$ cat src/rtl/hbi_pkg.sv
package hbi_pkg;

  // Combined select: two active-high selects and one active-low select.
  function automatic logic chip_hit(input logic a, input logic b, input logic n);
    return a & b & ~n;
  endfunction

  // A strobe pair is active when either its low-true or high-true member asserts.
  function automatic logic strobe_on(input logic lo_n, input logic hi);
    return ~lo_n | hi;
  endfunction

endpackage

$ cat src/rtl/hbi_sync.sv
module hbi_sync #(
  parameter int              W       = 1,
  parameter logic [W-1:0]    RST_VAL = '0
) (
  input  logic         clk,
  input  logic         rst_n,
  input  logic [W-1:0] d,
  output logic [W-1:0] q
);
  logic [W-1:0] meta;

  always_ff @(posedge clk or negedge rst_n) begin
    if (!rst_n) begin
      meta <= RST_VAL;
      q    <= RST_VAL;
    end else begin
      meta <= d;
      q    <= meta;
    end
  end
endmodule

$ cat src/rtl/hbi_addr_hold.sv
module hbi_addr_hold #(
  parameter int           W       = 6,
  parameter logic [W-1:0] RST_VAL = '0
) (
  input  logic         clk,
  input  logic         rst_n,
  input  logic         hold,
  input  logic [W-1:0] live,
  output logic [W-1:0] eff
);
  logic [W-1:0] lat;

  // Track while the strobe is low; the value seen just before the rise is kept.
  always_ff @(posedge clk or negedge rst_n) begin
    if (!rst_n)     lat <= RST_VAL;
    else if (!hold) lat <= live;
  end

  assign eff = hold ? lat : live;

  p_hold_stable_r4: assert property (@(posedge clk) disable iff (!rst_n)
    (hold && $past(hold)) |-> $stable(lat));
endmodule

$ cat src/rtl/hbi_access.sv
module hbi_access #(
  parameter int ADDR_W = 3
) (
  input  logic              clk,
  input  logic              rst_n,
  input  logic              sel_hit,
  input  logic [ADDR_W-1:0] addr_in,
  input  logic              rd_lvl,
  input  logic              wr_lvl,
  output logic [ADDR_W-1:0] reg_addr,
  output logic              dev_sel,
  output logic              rd_en,
  output logic              wr_en,
  output logic              bus_oe
);
  logic rd_go, wr_go, wr_q;

  assign rd_go = rd_lvl & sel_hit;
  assign wr_go = wr_lvl & ~rd_lvl & sel_hit;   // read wins a collision

  always_ff @(posedge clk or negedge rst_n) begin
    if (!rst_n) begin
      reg_addr <= '0;
      dev_sel  <= 1'b0;
      rd_en    <= 1'b0;
      wr_en    <= 1'b0;
      bus_oe   <= 1'b0;
      wr_q     <= 1'b0;
    end else begin
      reg_addr <= addr_in;
      dev_sel  <= sel_hit;
      rd_en    <= rd_go & ~bus_oe;
      bus_oe   <= rd_go;
      wr_en    <= wr_go & ~wr_q;
      wr_q     <= wr_go;
    end
  end

  p_rd_single_r7: assert property (@(posedge clk) disable iff (!rst_n)
    rd_en |=> !rd_en);
  p_wr_single_r8: assert property (@(posedge clk) disable iff (!rst_n)
    wr_en |=> !wr_en);
  p_oe_sel_r9: assert property (@(posedge clk) disable iff (!rst_n)
    bus_oe |-> dev_sel);
  p_rd_with_oe_r9: assert property (@(posedge clk) disable iff (!rst_n)
    rd_en |-> (bus_oe && dev_sel));
  p_no_wr_in_rd_r10: assert property (@(posedge clk) disable iff (!rst_n)
    !(wr_en && bus_oe));
  p_wr_sel_r11: assert property (@(posedge clk) disable iff (!rst_n)
    wr_en |-> dev_sel);
endmodule

$ cat src/rtl/hbi_front.sv
module hbi_front #(
  parameter int ADDR_W = 3
) (
  input  logic              clk,
  input  logic              rst_n,
  input  logic              as_n,
  input  logic              cs_a,
  input  logic              cs_b,
  input  logic              cs_n,
  input  logic [ADDR_W-1:0] addr,
  input  logic              rd_n,
  input  logic              rd,
  input  logic              wr_n,
  input  logic              wr,
  output logic [ADDR_W-1:0] reg_addr,
  output logic              dev_sel,
  output logic              rd_en,
  output logic              wr_en,
  output logic              bus_oe
);
  localparam int HOLD_W = ADDR_W + 3;
  localparam int SYNC_W = HOLD_W + 5;
  // Idle: strobe low (pass-through), deselected, no access strobes.
  localparam logic [HOLD_W-1:0] HOLD_RST = {1'b0, 1'b0, 1'b1, {ADDR_W{1'b0}}};
  localparam logic [SYNC_W-1:0] SYNC_RST = {1'b0, 1'b1, 1'b0, 1'b1, 1'b0, HOLD_RST};

  logic [SYNC_W-1:0] raw_s;
  logic [HOLD_W-1:0] live_s, eff;
  logic              as_s, rd_n_s, rd_s, wr_n_s, wr_s;
  logic              sel_hit, rd_lvl, wr_lvl;

  hbi_sync #(.W(SYNC_W), .RST_VAL(SYNC_RST)) u_sync (
    .clk(clk), .rst_n(rst_n),
    .d({as_n, rd_n, rd, wr_n, wr, cs_a, cs_b, cs_n, addr}),
    .q(raw_s)
  );

  assign {as_s, rd_n_s, rd_s, wr_n_s, wr_s, live_s} = raw_s;

  hbi_addr_hold #(.W(HOLD_W), .RST_VAL(HOLD_RST)) u_hold (
    .clk(clk), .rst_n(rst_n), .hold(as_s), .live(live_s), .eff(eff)
  );

  assign sel_hit = hbi_pkg::chip_hit(eff[HOLD_W-1], eff[HOLD_W-2], eff[HOLD_W-3]);
  assign rd_lvl  = hbi_pkg::strobe_on(rd_n_s, rd_s);
  assign wr_lvl  = hbi_pkg::strobe_on(wr_n_s, wr_s);

  hbi_access #(.ADDR_W(ADDR_W)) u_access (
    .clk(clk), .rst_n(rst_n), .sel_hit(sel_hit), .addr_in(eff[ADDR_W-1:0]),
    .rd_lvl(rd_lvl), .wr_lvl(wr_lvl),
    .reg_addr(reg_addr), .dev_sel(dev_sel), .rd_en(rd_en), .wr_en(wr_en),
    .bus_oe(bus_oe)
  );

  p_sel_decode_r2: assert property (@(posedge clk) disable iff (!rst_n)
    sel_hit |-> (eff[HOLD_W-1] && eff[HOLD_W-2] && !eff[HOLD_W-3]));
endmodule

$ cat config.mk
export PLATFORM = sky130hd
export DESIGN_NAME = hbi_front
export DESIGN_NICKNAME = d
export VERILOG_FILES = /design/src/rtl/hbi_pkg.sv /design/src/rtl/hbi_sync.sv /design/src/rtl/hbi_addr_hold.sv /design/src/rtl/hbi_access.sv /design/src/rtl/hbi_front.sv
export SDC_FILE = /design/constraint.sdc
export NUM_CORES = 1
export LEC_CHECK = 0
export BUFFER_PORTS_ARGS = -buffer_cell sky130_fd_sc_hd__buf_2
export CORE_MARGIN = 2
export CORE_UTILIZATION = 52
export DETAILED_ROUTE_END_ITERATION = 8
export PLACE_DENSITY = 0.81
export SLEW_MARGIN = 0
export SYNTH_ARGS = -nofsm -noshare
export SYNTH_HDL_FRONTEND = slang
export SYNTH_HIERARCHICAL = 1
export SYNTH_SLANG_ARGS = --single-unit
export TNS_END_PERCENT = 50
$ cat constraint.sdc
create_clock -name clk -period 1.5 [get_ports clk]
set_input_delay 0.075 -clock clk [delete_from_list [all_inputs] [get_ports clk]]
set_output_delay 0.075 -clock clk [all_outputs]
set_load 0.01 [all_outputs]
==> impl_metrics.yaml <==
run_status:
  status: "complete, no violations"
power_and_ir_drop:
  sw_frac_of_total: 0.213
  vdd_drop_max_uv: 865
  internal-power_w: 0.00133
  powerDensity_nw_per_um2: 1230
  comb_power_share: 0.073
  seq_power_share: 0.624
  power.switching_w: 0.000360
  clkPwrFrac: 0.303
  total_power_w: 0.00169
  p_leak_nw: 0.677
synth:
  postSynthCellCount: 50
  ys_seq_area_frac: 0.848
  synth_nets: 63
  synth.yosys.warnings: 6
  syn_area_per_cell_um2: 21.4
  synthDistinctLibCells: 9
  ys_ff_latch: 36
  netlist_area_um2: 1070
sta:
  rsz0062_at_grt: "false"
  drv_slew: 0
  slew_headroom: 0.511
  setup_tns_ps: 0
  worstMarginPinSlew_ps: 734
  fin_crit_sh: 0.892
  whs_ps: 334
  finalHoldViolCount: 0
  setup_ws_ps: 161
  clock_skew_ps: 9.61
  fin_crit_ps: 1340
  fmax_mhz: 747
  setup_viol: 0
die:
  coreArea_um2: 1960
  die_w_um: 49.4
  rows: 16
  die_h_um: 49.4
  ios: 20
  start_util: 0.547
  die_area_um2: 2440
clock_tree:
  clkSlewWorstSetupHoldPaths_ps: 100
  clk_latency_ps: 330
  htree_levels: 2
  tritoncts: "yes"
  cts_setup_buffers: 0
  post_cts_resized: 0
  cts_buffers: 5
  clock_sinks: 36
  cts_hold_buf: 12
  cts_buffer_depth: 2
  cts_root_buf: "clkbuf_4"
flow_run:
  drv_cap: 0
route:
  vias_per_cell: 4.31
  vias: 500
  drt_wl_total_mm: 1.30
  ant_nets: 0
  drt-initial-drc-count: 2
  routedWlPerCell_um: 11.2
  drtPass1Iterations: 2
  route.detailed.drc: 0
layout:
  drive_gt1_frac: 0.506
  fin_nets: 101
  syn_to_final_growth_pct: 28.6
  diodes: 0
  final_util: 0.703
global_route:
  grt_pass1_wl_mm: 2.14
  gr-total-overflow: 0
  antenna_found_initial: 0
  grt_max_degree: 37
  grt_pass1_vias: 487
  track_usage: 0.130
hold_path:
  min_path_type: "input port to async pin"
setup_path:
  cp.required_ps: 1780
  crit_type: "register to register"
  worstPathMaxFanout: 5
  start_kind: "register"
  end_kind: "register"
  arrival_ps: 1610
  r2r_cells: 3
place:
  gp_congestion: 0.748
  dp_hpwl_um: 810
  place_ws_ps: 171
  portBuffers: 19
state kept, by name, summed over array words and instances (netlist names):
name,cells
u_sync/meta,11
u_sync/q,11
u_hold/lat,6
u_access/reg_addr,3
u_access/bus_oe,1
u_access/dev_sel,1
u_access/rd_en,1
u_access/wr_en,1
u_access/wr_q,1
cells in the final DEF (no fill, tap or decap):
master         netlist  final
buf_4                0      1
clkbuf_4             0      5
and2_2               1      1
buf_2                0     19
nand2b_1             2      2
clkbuf_8             0      1
dlygate4sd3_1        0     12
and4bb_2             1      1
and3b_2              2      2
dfrtp_1             29     29
clkinv_2             0      2
and3b_1              1      1
mux2_4               6      6
dfstp_2              7      7
critical path: stages (launching register included):
cell and delay, ps:
dfrtp_1 450, mux2_4 330, and3b_1 280, and4bb_2 230
cell usage after synthesis:
master / number / share of area
dfstp_2: 7 / 0.17
mux2_4: 6 / 0.084
dfrtp_1: 29 / 0.68
and4bb_2: 1 / 0.012
and2_2: 1 / 0.0070
buf_6: 1 / 0.011
and3b_1: 1 / 0.0082
and3b_2: 2 / 0.019
nand2b_1: 2 / 0.012
worst paths after layout:
path                           startpoint         endpoint  slack (ps)
hold reg to reg            u_sync/meta[1]      u_sync/q[1]         350
setup / recovery             u_sync/q[10]   u_access/wr_en         160
min in group clk           u_sync/meta[1]      u_sync/q[1]         350
hold / removal                      rst_n    u_hold/lat[1]         330
max in group asynchronous           rst_n  u_sync/meta[10]         700
setup reg to reg             u_sync/q[10]   u_access/wr_en         160
per-layer routing:
metal	vias up	part of all wire	wire, um	GRT usage
met4	0	0.012	15	0.0972
met5	-	0	0	0
met1	242	0.48	626	0.144
met3	3	0.059	77	0.0736
li1	236	-	-	-
met2	19	0.44	576	0.185
power by group through the flow:
stage	Sequential (W)	Combinational (W)	Clock (W)
floorplan	0.00108	0.0000450	0
detailed placement	0.00108	0.000104	0
finish	0.00106	0.000124	0.000514
global route	0.00106	0.000136	0.000584
CTS	0.00106	0.000126	0.000540
global placement	0.00107	0.0000977	0
area by class of cell:
| type | count | area (um2) |
|---|---|---|
| clock buffer | 6 | 51.3 |
| sequential | 36 | 910 |
| tap | 27 | 33.8 |
| multi-input combinational | 13 | 151 |
| fill | 147 | 583 |
| timing repair buffer | 32 | 223 |
| clock inverter | 2 | 10.0 |
metrics by stage:
stage          std cells  cell area (um2)
3_5_place_dp          96             1200
6_report             116             1380
3_3_place_gp          96             1200
2_1_floorplan         50             1070
5_1_grt              116             1380
4_1_cts              116             1380
kinds of logic after synthesis:
group / synth area share
flip-flops: 0.848
AND/OR/NAND/NOR: 0.0572
multiplexers: 0.0840
buffers and inverters: 0.0105
Note: power is estimated with default switching activity, not from simulation.
